==> config.mk <==
export PLATFORM = sky130hd
export DESIGN_NAME = keypad_2of8_validator
export DESIGN_NICKNAME = d
export VERILOG_FILES = /design/src/rtl/keypad_2of8_pkg.sv /design/src/rtl/kp_sync.sv /design/src/rtl/kp_group_check.sv /design/src/rtl/keypad_2of8_validator.sv
export SDC_FILE = /design/constraint.sdc
export NUM_CORES = 1
export LEC_CHECK = 0
export ABC_CLOCK_PERIOD_IN_PS = 1650
export CELL_PAD_IN_SITES_DETAIL_PLACEMENT = 0
export CELL_PAD_IN_SITES_GLOBAL_PLACEMENT = 1
export CORE_ASPECT_RATIO = 0.9
export CORE_MARGIN = 5
export CORE_UTILIZATION = 38
export CTS_BUF_LIST = sky130_fd_sc_hd__clkbuf_8
export CTS_CLUSTER_DIAMETER = 120
export DETAILED_ROUTE_END_ITERATION = 6
export GPL_ROUTABILITY_DRIVEN = 1
export GPL_TIMING_DRIVEN = 0
export PLACE_DENSITY_LB_ADDON = 0.15
export SLEW_MARGIN = 10
export SYNTH_ARGS = -nofsm -noshare
export SYNTH_HDL_FRONTEND = slang
export SYNTH_SLANG_ARGS = --single-unit
==> constraint.sdc <==
create_clock -name clk -period 1.65 [get_ports clk]
set_input_delay 0.4125 -clock clk [delete_from_list [all_inputs] [get_ports clk]]
set_output_delay 0.4125 -clock clk [all_outputs]
set_load 0.01 [all_outputs]
==> src/rtl/keypad_2of8_pkg.sv <==
package keypad_2of8_pkg;

    localparam int KP_LINES = 4;

    typedef struct packed {
        logic one;
        logic multi;
        logic none;
    } grp_status_t;

    typedef struct packed {
        logic [KP_LINES-1:0] sel;
        logic                ok;
    } grp_out_t;

    function automatic int pair_count(input int n);
        return (n * (n - 1)) / 2;
    endfunction

    function automatic int pair_index(input int i, input int j, input int n);
        return i * n - (i * (i + 1)) / 2 + (j - i - 1);
    endfunction

endpackage

==> src/rtl/kp_sync.sv <==
module kp_sync #(
    parameter int WIDTH  = 4,
    parameter int STAGES = 2
) (
    input  logic             clk,
    input  logic             rst,
    input  logic [WIDTH-1:0] d_async,
    output logic [WIDTH-1:0] q_sync
);
    logic [WIDTH-1:0] stage_q [STAGES];

    generate
        for (genvar s = 0; s < STAGES; s++) begin : g_stage
            if (s == 0) begin : g_first
                always_ff @(posedge clk) begin
                    if (rst) stage_q[s] <= '0;
                    else     stage_q[s] <= d_async;
                end
            end else begin : g_next
                always_ff @(posedge clk) begin
                    if (rst) stage_q[s] <= '0;
                    else     stage_q[s] <= stage_q[s-1];
                end
            end
        end
    endgenerate

    assign q_sync = stage_q[STAGES-1];
endmodule

==> src/rtl/kp_group_check.sv <==
module kp_group_check
    import keypad_2of8_pkg::*;
#(
    parameter int LINES = KP_LINES
) (
    input  logic             clk,
    input  logic             rst,
    input  logic [LINES-1:0] lines,
    output grp_status_t      status
);
    localparam int NPAIRS = pair_count(LINES);

    logic [NPAIRS-1:0] pair_hit;

    generate
        for (genvar i = 0; i < LINES; i++) begin : g_a
            for (genvar j = i + 1; j < LINES; j++) begin : g_b
                localparam int K = pair_index(i, j, LINES);
                assign pair_hit[K] = lines[i] & lines[j];
            end
        end
    endgenerate

    always_comb begin
        status.multi = |pair_hit;
        status.none  = ~(|lines);
        status.one   = ~status.multi & ~status.none;
    end

    // an empty group is never reported as a double press
    assert_none_not_multi_R4: assert property (@(posedge clk) disable iff (rst)
        !(status.none && status.multi));

    // a single-line verdict agrees with a population count of the lines
    assert_one_is_single_R2: assert property (@(posedge clk) disable iff (rst)
        status.one == ($countones(lines) == 1));

    // two or more lines always trip a pairwise term
    assert_multi_count_R3: assert property (@(posedge clk) disable iff (rst)
        ($countones(lines) >= 2) |-> status.multi);
endmodule

==> src/rtl/keypad_2of8_validator.sv <==
module keypad_2of8_validator
    import keypad_2of8_pkg::*;
#(
    parameter int LINES       = KP_LINES,
    parameter int SYNC_STAGES = 2
) (
    input  logic             clk,
    input  logic             rst,
    input  logic [LINES-1:0] row_sw,
    input  logic [LINES-1:0] col_sw,
    output logic [LINES-1:0] row_sel,
    output logic [LINES-1:0] col_sel,
    output logic             row_ok,
    output logic             col_ok,
    output logic             key_ok
);
    localparam int NGRP = 2;
    localparam int GRP_ROW = 0;
    localparam int GRP_COL = 1;

    logic [LINES-1:0] raw_lines  [NGRP];
    logic [LINES-1:0] sync_lines [NGRP];
    grp_status_t      grp_stat   [NGRP];
    logic [LINES-1:0] sel_q      [NGRP];
    logic             ok_q       [NGRP];
    logic             key_q;

    assign raw_lines[GRP_ROW] = row_sw;
    assign raw_lines[GRP_COL] = col_sw;

    generate
        for (genvar g = 0; g < NGRP; g++) begin : g_grp
            kp_sync #(.WIDTH(LINES), .STAGES(SYNC_STAGES)) u_sync (
                .clk    (clk),
                .rst    (rst),
                .d_async(raw_lines[g]),
                .q_sync (sync_lines[g])
            );

            kp_group_check #(.LINES(LINES)) u_chk (
                .clk   (clk),
                .rst   (rst),
                .lines (sync_lines[g]),
                .status(grp_stat[g])
            );

            always_ff @(posedge clk) begin
                if (rst) begin
                    sel_q[g] <= '0;
                    ok_q[g]  <= 1'b0;
                end else begin
                    sel_q[g] <= grp_stat[g].one ? sync_lines[g] : '0;
                    ok_q[g]  <= grp_stat[g].one;
                end
            end
        end
    endgenerate

    always_ff @(posedge clk) begin
        if (rst) key_q <= 1'b0;
        else     key_q <= grp_stat[GRP_ROW].one & grp_stat[GRP_COL].one;
    end

    assign row_sel = sel_q[GRP_ROW];
    assign col_sel = sel_q[GRP_COL];
    assign row_ok  = ok_q[GRP_ROW];
    assign col_ok  = ok_q[GRP_COL];
    assign key_ok  = key_q;

    // an invalid row group never drives a tone select
    assert_row_mute_R3: assert property (@(posedge clk) disable iff (rst)
        !row_ok |-> (row_sel == '0));

    // an invalid column group never drives a tone select
    assert_col_mute_R6: assert property (@(posedge clk) disable iff (rst)
        !col_ok |-> (col_sel == '0));

    // a valid key implies a single select in each group
    assert_key_both_R7: assert property (@(posedge clk) disable iff (rst)
        key_ok |-> ($onehot(row_sel) && $onehot(col_sel)));

    // the row verdict reflects the synchronised lines one edge earlier
    assert_row_latency_R8: assert property (@(posedge clk) disable iff (rst)
        1'b1 |=> (row_ok == ($countones($past(sync_lines[GRP_ROW])) == 1)));

    // same for columns
    assert_col_latency_R8: assert property (@(posedge clk) disable iff (rst)
        1'b1 |=> (col_ok == ($countones($past(sync_lines[GRP_COL])) == 1)));
endmodule

==> results list <==
- The routed design uses 102 microns of met3 wire.
- The number of antenna violations at the first check in global routing is 0.
* Via density per instance: ~4.3
- Summed over all nets, wire length on met2 after detailed routing comes to 423 microns.
* R2r startpoint: g_grp[1].u_sync.stage_q[1][1]
* Data arrival time of the critical path: 1100 ps
* Setup slack of the most critical reg-to-reg path: between 200 and 300 ps
- Placed cell count: approximately 110
- Clock tree synthesis selected as its root buffer the cell clkbuf_8.
- Post-synth design cell area: 812 sq um
- Area inside the core boundary: 0.00197 sq mm
- Number of buffers inserted by port buffering: 20
* Max-cap check violation count: 0
- Maximum buffer depth of the clock tree: 2
- The worst setup path is captured at a primary output.
- CTS sink cnt: 27
* Gp weighted congestion: 0.728
* Maximum number of pins on one net before global-route repair: 16
* Wire length of the first global-routing pass: roughly 1900 microns
* Post-route clock period utilization: 91.6%
- The number of pins exceeding their max-slew limit in the final report came to 0.
- Transition time at the pin with the least slew margin: approximately 420 ps
- Power per Cell Area: between 1000 and 1500 mW/mm^2
- Count of final hold-check violations: 0
* # diodes: 0
- Once the clock tree was built, the setup fixing pass inserted 0 buffers.
* Launch point of the critical path: sel_q[1][3]
* Required arrival time at the worst endpoint: around 1200 ps
* Library cells used by synthesis: 17
* Average footprint of a synthesized cell: 12.3 sq um
- Sort of element at the start of the critical path: flip-flop
- The cell count after synthesis came out at 66.
- In this run the count of I/O pins placed on the die edge is 21.
- In the final routed layout, each cell accounts on average for 9.21 microns.
- Number of rows in the core area: 15
- The clock reaches the later pin of the worst-skew pair after 260 ps.
- For this run, the register share of the synthesized area comes to 66.6%.
- Post-CTS resize count: 0
- Detailed-route wire length: between 1000 and 1500 microns
- In this run the vertical extent of the chip is 53.9 microns.
- Slew headroom: 71.8%
- In this run the static leakage power is 0.000392 uW.
* Dominant cells by area after synthesis: dfxtp_1, nor2b_1, nor3b_1, or4b_1, nor4b_1
- Start-to-end type of the worst setup path: flip-flop to primary output
- Cell at the slowest stage of the critical path: clkdlybuf4s50_1
* Status: complete, no violations
* Starting density of the core: about two fifths
- In this run the worst path has a maximum fanout of 1.
- The number of global-route vias before repair was 469.
- Broken down by cell family, the worst path's largest delay share belongs to buffers and inverters.
* Top layer in use: met4
- Fraction of layout instances using a drive strength above 1: 6.67%
- Once detail routing completed, the nets flagged for antenna violations numbered 0.
* Unrepaired setup endpoints after global routing: false
* Cell accounting for the most synthesized area: dfxtp_1
- In this run, the number of DRC markers left after iteration 0 of detailed routing was 8.
- In this run, CTS created clock tree buffers numbering 3.
- F_max: 0.662 GHz
* Leading cell types in the layout, fill and taps excluded: dfxtp_1, clkdlybuf4s50_1, nor2b_1
* Area enclosed by the die boundary: 0.00316 sq mm
* Length of routed wiring on met1: roughly 530 microns
- Non-filler instance count after layout: between 100 and 150
- H-Tree Level Count: 1
- Number of search-and-repair iterations in the first detailed-routing pass: 3
- Largest clock skew in the final design: 0.776 ps
- For this run the aggregate overflow at the end of global routing stands at 0.
- Relative to the synthesized area, the layout overhead comes to 34.2%.
- Of the post-synthesis cell area, the dominant cell type holds 66.6%.
- Buffers & Inverters on Critical Path: 1
- The min-delay analysis places its worst path in the category flip-flop to flip-flop.
- Cell count of the worst reg-to-reg path: 3
* Critical Path Sink: col_sel[3]
- Number of nets produced by synthesis: 76
- The die is between 50 and 60 microns wide.
- The largest single stage delay on the critical path is 520 ps.
- The critical path goes through clkdlybuf4s50_1.
- The library cell used most frequently in the layout, excluding fill and tap cells, is dfxtp_1.
* WP depth: 1
- Hold repair after CTS inserted 0 buffers.
* Routed vias: 499
* TritonCTS clock tree: done
* Number of remaining DRC errors: 0
- Design Power: 1120 uW
- Counting flops and latches in the post-synthesis netlist gives 27.
* Clk pin slew, worst setup/hold paths: about 80 ps
- Final #Nets: between 100 and 150
- Global routing used just over 8% of the available tracks across all layers.
- Subtracting the final worst setup slack from the clock period gives 1510 ps.
- VDD IR-drop max: 0.606 mV
- In this run the critical register-to-register path is captured at key_ok.
- The Yosys step of the flow raised 0 warnings.
* Final setup viols: 0
-- kinds of logic after synthesis --
kind of cell    Yosys count  synth area share, %
simple gates             30                 25.9
compound gates            4                 4.01
buf+inv                   3                 1.39
flops                    27                 66.6
xor+xnor                  2                 2.16
-- through the flow --
step                      setup TNS [ps]  area [sq um]  hold WS (ps)  util, %  worst slack [ps]
after floorplan                        0           812           414        -               356
after detailed placement            -879          1040           423     53.0             -82.1
after global placement             -1300          1040           419     53.0             -80.7
after global routing                   0          1090           466     55.3              60.3
final                                  0          1090           441     55.3               139
after CTS                              0          1090           441     55.3               124
-- synth_stat cells --
| cell | number |
|---|---|
| nor3_1 | 1 |
| nor4_1 | 1 |
| inv_1 | 1 |
| nor4_2 | 1 |
| nor4b_1 | 2 |
| nor2_1 | 1 |
| o311a_2 | 1 |
| dfxtp_1 | 27 |
| nor3b_1 | 6 |
| clkbuf_1 | 2 |
| xor2_1 | 1 |
| a211oi_1 | 1 |
| nor2b_1 | 16 |
| xnor2_1 | 1 |
| o31a_1 | 1 |
| a21oi_1 | 1 |
| or4b_1 | 2 |
-- sequential cells by signal, indices dropped and copies added, names as in the netlist --
name / cells
key_ok: 1
g_grp.u_sync.stage_q: 16
ok_q: 2
sel_q: 8
-- area by class of cell --
type | instances | area [sq um]
plain buffers | 2 | 7.51
clock buffers | 3 | 41.3
clock inverters | 1 | 5.00
fillers | 180 | 881
inverters | 1 | 3.75
multi-input cells | 36 | 260
flip-flops and latches | 27 | 541
well taps | 25 | 31.3
repair buffers | 20 | 200
-- per-layer routing --
metal	global-route usage, %	vias up
met5	0	-
met1	8.60	211
met2	13.1	16
met3	3.36	2
li1	-	270
met4	5.66	0
-- worst min-delay path by stage --
stage / start / endpoint / depth (start not counted)
3_3_place_gp: g_grp[0].u_sync.stage_q[0][1] / g_grp[0].u_sync.stage_q[1][1] / 1
2_1_floorplan: g_grp[0].u_sync.stage_q[0][0] / g_grp[0].u_sync.stage_q[1][0] / 1
3_5_place_dp: g_grp[1].u_sync.stage_q[0][2] / g_grp[1].u_sync.stage_q[1][2] / 1
4_1_cts: g_grp[1].u_sync.stage_q[0][2] / g_grp[1].u_sync.stage_q[1][2] / 1
6_report: g_grp[1].u_sync.stage_q[0][0] / g_grp[1].u_sync.stage_q[1][0] / 1
5_1_grt: g_grp[1].u_sync.stage_q[0][0] / g_grp[1].u_sync.stage_q[1][0] / 1
-- report_power, final --
| part | internal, uW | total [uW] | leakage, uW | switching, uW |
|---|---|---|---|---|
| registers | 677 | 687 | 0.000222 | 10.4 |
| clock network | 168 | 349 | 0.0000255 | 180 |
| logic | 54.6 | 88.8 | 0.000145 | 34.2 |
Note: power is estimated with default switching activity, not from simulation.
